==> src/rtl/blink_pkg.sv <==
package blink_pkg;

    typedef enum logic [1:0] {
        DUTY_OFF  = 2'b00,
        DUTY_Q1   = 2'b01,
        DUTY_HALF = 2'b10,
        DUTY_Q3   = 2'b11
    } duty_e;

    typedef struct packed {
        logic  long_p;
        duty_e duty;
    } blink_cfg_t;

    // Visible ticks in a period of len ticks for duty code k (k quarters).
    function automatic int unsigned on_span(int unsigned len, int unsigned k);
        return (len * k) / 4;
    endfunction

endpackage

==> src/rtl/blink_phase_ctr.sv <==
module blink_phase_ctr
    import blink_pkg::*;
#(
    parameter int unsigned SHORT_TICKS = 30,
    parameter int unsigned LONG_TICKS  = 60,
    parameter int unsigned PW          = 6
) (
    input  logic             clk,
    input  logic             rst_n,
    input  logic             tick,
    input  blink_cfg_t       cfg_in,
    output blink_cfg_t       cfg_q,
    output logic [PW-1:0]    phase_q
);

    localparam logic [PW-1:0] LAST_SHORT = PW'(SHORT_TICKS - 1);
    localparam logic [PW-1:0] LAST_LONG  = PW'(LONG_TICKS - 1);

    typedef struct packed {
        blink_cfg_t    cfg;
        logic [PW-1:0] phase;
    } ctr_state_t;

    ctr_state_t st_d, st_q;
    logic [PW-1:0] last_w;
    logic boundary_w;

    always_comb begin
        st_d       = st_q;
        last_w     = st_q.cfg.long_p ? LAST_LONG : LAST_SHORT;
        boundary_w = tick && ((st_q.cfg.duty == DUTY_OFF) || (st_q.phase == last_w));
        if (boundary_w) begin
            st_d.phase = '0;
            st_d.cfg   = cfg_in;
        end else if (tick) begin
            st_d.phase = st_q.phase + 1'b1;
        end
    end

    always_ff @(posedge clk) begin
        if (!rst_n) st_q <= '0;
        else        st_q <= st_d;
    end

    assign cfg_q   = st_q.cfg;
    assign phase_q = st_q.phase;

    AST_PHASE_IN_RANGE: assert property (@(posedge clk) disable iff (!rst_n)
        st_q.phase <= (st_q.cfg.long_p ? LAST_LONG : LAST_SHORT));
    AST_PHASE_WRAP: assert property (@(posedge clk) disable iff (!rst_n)
        (tick && st_q.phase == (st_q.cfg.long_p ? LAST_LONG : LAST_SHORT)) |=> (st_q.phase == '0));
    AST_NO_TICK_HOLD: assert property (@(posedge clk) disable iff (!rst_n)
        !tick |=> ($stable(st_q.phase) && $stable(st_q.cfg)));
    AST_OFF_PHASE_ZERO: assert property (@(posedge clk) disable iff (!rst_n)
        (st_q.cfg.duty == DUTY_OFF) |-> (st_q.phase == '0));

endmodule

==> src/rtl/blink_duty_cmp.sv <==
module blink_duty_cmp
    import blink_pkg::*;
#(
    parameter int unsigned SHORT_TICKS = 30,
    parameter int unsigned LONG_TICKS  = 60,
    parameter int unsigned PW          = 6
) (
    input  blink_cfg_t    cfg,
    input  logic [PW-1:0] phase,
    input  logic          attr,
    output logic          visible
);

    logic [PW-1:0] on_short [4];
    logic [PW-1:0] on_long  [4];
    logic [PW-1:0] on_w;

    for (genvar k = 0; k < 4; k++) begin : g_span
        assign on_short[k] = PW'(on_span(SHORT_TICKS, k));
        assign on_long[k]  = PW'(on_span(LONG_TICKS, k));
    end

    always_comb begin
        on_w    = cfg.long_p ? on_long[cfg.duty] : on_short[cfg.duty];
        visible = !attr || (cfg.duty == DUTY_OFF) || (phase < on_w);
    end

endmodule

==> src/rtl/blink_attr_timer.sv <==
module blink_attr_timer
    import blink_pkg::*;
#(
    parameter int unsigned SHORT_TICKS = 30,
    parameter int unsigned LONG_TICKS  = 60
) (
    input  logic       clk,
    input  logic       rst_n,
    input  logic       tick,
    input  logic [2:0] blink_ctrl,
    input  logic       char_blink,
    output logic       char_visible
);

    localparam int unsigned MAXT = (LONG_TICKS > SHORT_TICKS) ? LONG_TICKS : SHORT_TICKS;
    localparam int unsigned PW   = (MAXT > 2) ? $clog2(MAXT) : 1;

    blink_cfg_t    cfg_in_w, cfg_act_w;
    logic [PW-1:0] phase_w;

    assign cfg_in_w.long_p = blink_ctrl[2];
    assign cfg_in_w.duty   = duty_e'(blink_ctrl[1:0]);

    blink_phase_ctr #(
        .SHORT_TICKS(SHORT_TICKS), .LONG_TICKS(LONG_TICKS), .PW(PW)
    ) u_ctr (
        .clk(clk), .rst_n(rst_n), .tick(tick),
        .cfg_in(cfg_in_w), .cfg_q(cfg_act_w), .phase_q(phase_w)
    );

    blink_duty_cmp #(
        .SHORT_TICKS(SHORT_TICKS), .LONG_TICKS(LONG_TICKS), .PW(PW)
    ) u_cmp (
        .cfg(cfg_act_w), .phase(phase_w), .attr(char_blink), .visible(char_visible)
    );

    AST_PLAIN_ALWAYS_SHOWN: assert property (@(posedge clk) disable iff (!rst_n)
        !char_blink |-> char_visible);
    AST_START_VISIBLE: assert property (@(posedge clk) disable iff (!rst_n)
        (tick && blink_ctrl[1:0] != 2'b00 && cfg_act_w.duty == DUTY_OFF) |=> char_visible || !char_blink);

endmodule

==> config.mk <==
export PLATFORM = sky130hd
export DESIGN_NAME = blink_attr_timer
export DESIGN_NICKNAME = d
export VERILOG_FILES = /design/src/rtl/blink_pkg.sv /design/src/rtl/blink_phase_ctr.sv /design/src/rtl/blink_duty_cmp.sv /design/src/rtl/blink_attr_timer.sv
export SDC_FILE = /design/constraint.sdc
export NUM_CORES = 1
export LEC_CHECK = 0
export BUFFER_PORTS_ARGS = -buffer_cell sky130_fd_sc_hd__buf_2
export CAP_MARGIN = 20
export CORE_AREA = 2 2 39 41
export CTS_CLUSTER_SIZE = 24
export DETAILED_ROUTE_END_ITERATION = 8
export DIE_AREA = 0 0 41 43
export PLACE_DENSITY = 0.77
export SYNTH_ARGS = -nofsm -noshare
export SYNTH_HDL_FRONTEND = slang
export SYNTH_SLANG_ARGS = --single-unit
==> constraint.sdc <==
create_clock -name clk -period 5.6 [get_ports clk]
set_clock_uncertainty 0.05 [all_clocks]
set_input_delay 0.84 -clock clk [delete_from_list [all_inputs] [get_ports clk]]
set_output_delay 0.84 -clock clk [all_outputs]
set_load 0.05 [all_outputs]
==> results.md <==
* Most frequent CP cell: ha_1
* Yosys reg bits at 9
* CP max-delay cell: dfxtp_1
* Largest family of logic cells by synthesized area: simple AND/OR/NAND/NOR gates
* Worst-path cell chain: inv_1 -> ha_1 -> mux2i_1 -> ha_1 -> o2111ai_1 -> a21oi_1 -> o41ai_1 -> buf_2
* CP Max Fanout at 5
* Slew @ Worst Pin at 0.504 ns
* Number of warnings issued by yosys at 0
* RSZ-0062 raised after global routing: false
* H-Tree Level Count at 1
* Max VDD drop at 207 uV
* Netlist cell types at 27
* Cell Count, Final, Fillers Out at 105
* Pwr/cell area at 310 nW/um2
* Layout area overhead at 5.62%
* Initial core utilization at 54.7%
* CTS Buf Count at 3
* Initial antenna violation count at 0
* Post-Synth XOR/XNOR Area at 3.47%
* Post-synthesis adder-cell area fraction at 16.5%
* R2R cell count at 5
* Final Setup Violations at 0
* CTS root buffer: clkbuf_4
* CP Data Arrival Time at 2.26 ns
* DP Area at 773 um2
* R2R Path Start: u_ctr.cfg_q[0]$_SDFFE_PN0P_
* Crit path launch: u_ctr.cfg_q[0]$_SDFFE_PN0P_
* GRT overflow at 0
* Residual DRC at 0
* Vias in the first global route at 610
* DRT Wirelength at 1520 um
* Antenna cells at 0
* Leakage at 0.321 nW
* GPL Wtd Cong at 0.816
* WS Path Type: reg2out
* First-pass GRT wire length at 2550 um
* Detailed Routing Iterations Pass 1 at 4
* Total track usage at 21.4%
* Die Height at 43 um
* Sink Count at 9
* Inst Count DP at 101
* Slew HR at 65.9%
* Fmax at 318 MHz
* Crit path largest cell delay at 0.42 ns
* Fillers at 132
* Fin crit period at 3.15 ns
* R2R Setup Slk at 4.03 ns
* Post-cts sizing count at 0
* Drt via density at 6.45
* Setup_tns at 0 ns
* Vias post-DR at 677
* Clock transition at path regs at 0.06 ns
* DR WL/cell at 14.5 um
* Final Cell Area at 800 um2
* Num ports at 8
* Final hold vios at 0
* Post-synthesis mux area share at 8.10%
* Register area share after synthesis at 23.8%
* Mean Syn Cell Area at 9.23 um2
* Syn Nets at 99
* Std-Cell Rows at 14
* Tcrit/Tclk final at 56.2%
* Post-synthesis simple-gate area fraction at 29.9%
* Terminus of the critical flop-to-flop path: u_ctr.phase_q[3]$_SDFFE_PP0P_
* Crit end category: output port
* Initial DRC count at 12
* Die ar. at 1760 um2
* Critical Path Sink: char_visible
* Port bufs at 7
* Clock Latency Late Sink at 0.26 ns
* Cts hold-fix bufs at 0
* Core area at 1380 um2
* Layout cells sized above 1 at 15.7%
* CTS max path bufs at 2
* Status: finished, final reports clean
* Cell Area, Synth at 757 um2
* Nets at 107
* Antenna viol nets, final at 0
* Worst EP required at 4.71 ns
* CTS tree: built
* Die Width at 41 um
* Max Cap Viol at 0
* Largest net degree at the start of global routing at 13
* Cells after synthesis at 82
* Startpoint class of the critical path: register
* Final HPWL DP at 1130 um
* Postcts setup bufs at 0
* Final Max Tran Viols at 0
* Min-delay worst type: reg2reg
* Synth Area in Compound Gates at 11.6%
## through the flow
stage	hold slack [ns]	util (%)	power, mW	setup slack, ns
2_1_floorplan	0.504	-	0.177	1.78
3_3_place_gp	0.540	55.9	0.194	2.79
3_5_place_dp	0.551	55.9	0.197	2.74
4_1_cts	0.566	57.8	0.251	2.43
5_1_grt	0.603	57.8	0.271	2.26
6_report	0.562	57.8	0.248	2.45
## registers in the layout, summed over array words and instances, names as in the netlist
register / count
u_ctr.phase_q: 6
u_ctr.cfg_q: 3
## kinds of logic after synthesis
kind of cell	after synthesis
xor+xnor	3
compound gates	10
simple gates	37
flops	9
mux	6
fa+ha+maj	10
buf+inv	7
## power breakdown
group          switching (mW)  internal, mW  leakage, nW
registers              0.0207        0.0740       0.0734
clock network          0.0232        0.0275       0.0150
logic                  0.0567        0.0461        0.232
## area by class of cell
class,instances,area [um2],area share [%]
Tap cell,16,20.0,2.50
Sequential cell,9,180,22.5
Multi-Input combinational cell,66,527,65.9
Inverter,3,11.3,1.41
Timing Repair Buffer,7,35.0,4.38
Clock buffer,4,26.3,3.29
## per-layer routing
metal / vias to the layer above / part of all wire, % / wire length, um / track usage (%)
met3: 7 / 5.8 / 89 / 3.14
met4: 0 / 2.8 / 43 / 14.7
met2: 32 / 44 / 678 / 29.7
li1: 339 / - / - / -
met1: 299 / 47 / 713 / 29.0
met5: - / 0 / 0 / 0
## synth_stat cells
| cell | count | share of area (%) |
|---|---|---|
| a21oi_1 | 2 | 1.3 |
| a21oi_4 | 1 | 2.1 |
| a31oi_1 | 1 | 0.83 |
| and2_1 | 2 | 1.7 |
| and4_1 | 1 | 1.2 |
| and4b_2 | 1 | 1.5 |
| buf_2 | 1 | 0.66 |
| buf_6 | 3 | 4.5 |
| dfxtp_1 | 9 | 24 |
| ha_1 | 10 | 17 |
| inv_1 | 3 | 1.5 |
| mux2_2 | 1 | 1.5 |
| mux2i_1 | 5 | 6.6 |
| nand2_1 | 4 | 2.0 |
| nand3_1 | 2 | 1.3 |
| nand4_1 | 13 | 11 |
| nand4b_1 | 1 | 1.2 |
| nor2_1 | 3 | 1.5 |
| nor2b_1 | 2 | 1.7 |
| nor3_1 | 5 | 3.3 |
| nor3b_1 | 1 | 0.99 |
| nor4b_1 | 1 | 1.2 |
| o2111a_1 | 1 | 1.5 |
| o2111ai_1 | 4 | 4.6 |
| o41ai_1 | 1 | 1.2 |
| or4b_4 | 1 | 1.8 |
| xor2_1 | 3 | 3.5 |
## layout by cell type, fill, tap and decap left out, drive strengths merged, types with 4 or more instances in the layout
| cell | netlist | final |
|---|---|---|
| nand4 | 13 | 13 |
| ha | 10 | 10 |
| dfxtp | 9 | 9 |
| buf | 4 | 7 |
| mux2i | 5 | 5 |
| nor3 | 5 | 5 |
| nand2 | 4 | 4 |
| o2111ai | 4 | 4 |
| clkbuf | 0 | 4 |
## how the worst min path moves through the flow
stage	start	endpoint	slack, ns	cells past startpoint
floorplan	u_ctr.phase_q[4]$_SDFFE_PP0P_	u_ctr.phase_q[4]$_SDFFE_PP0P_	0.50	2
global placement	u_ctr.phase_q[4]$_SDFFE_PP0P_	u_ctr.phase_q[4]$_SDFFE_PP0P_	0.54	2
detailed placement	u_ctr.phase_q[0]$_SDFFE_PP0P_	u_ctr.phase_q[0]$_SDFFE_PP0P_	0.55	2
CTS	u_ctr.phase_q[3]$_SDFFE_PP0P_	u_ctr.phase_q[3]$_SDFFE_PP0P_	0.57	2
global route	u_ctr.phase_q[4]$_SDFFE_PP0P_	u_ctr.phase_q[4]$_SDFFE_PP0P_	0.60	2
finish	u_ctr.phase_q[0]$_SDFFE_PP0P_	u_ctr.phase_q[0]$_SDFFE_PP0P_	0.56	2
## critical path, delay by kind of cell (launching register included)
family                     cells  cell delay, ns
adders and majority gates      2            0.56
AOI/OAI and AO/OA              3            0.46
DFF                            1            0.42
buffers and inverters          2            0.42
muxes                          1            0.14
Power figures use the tool's default switching activity.
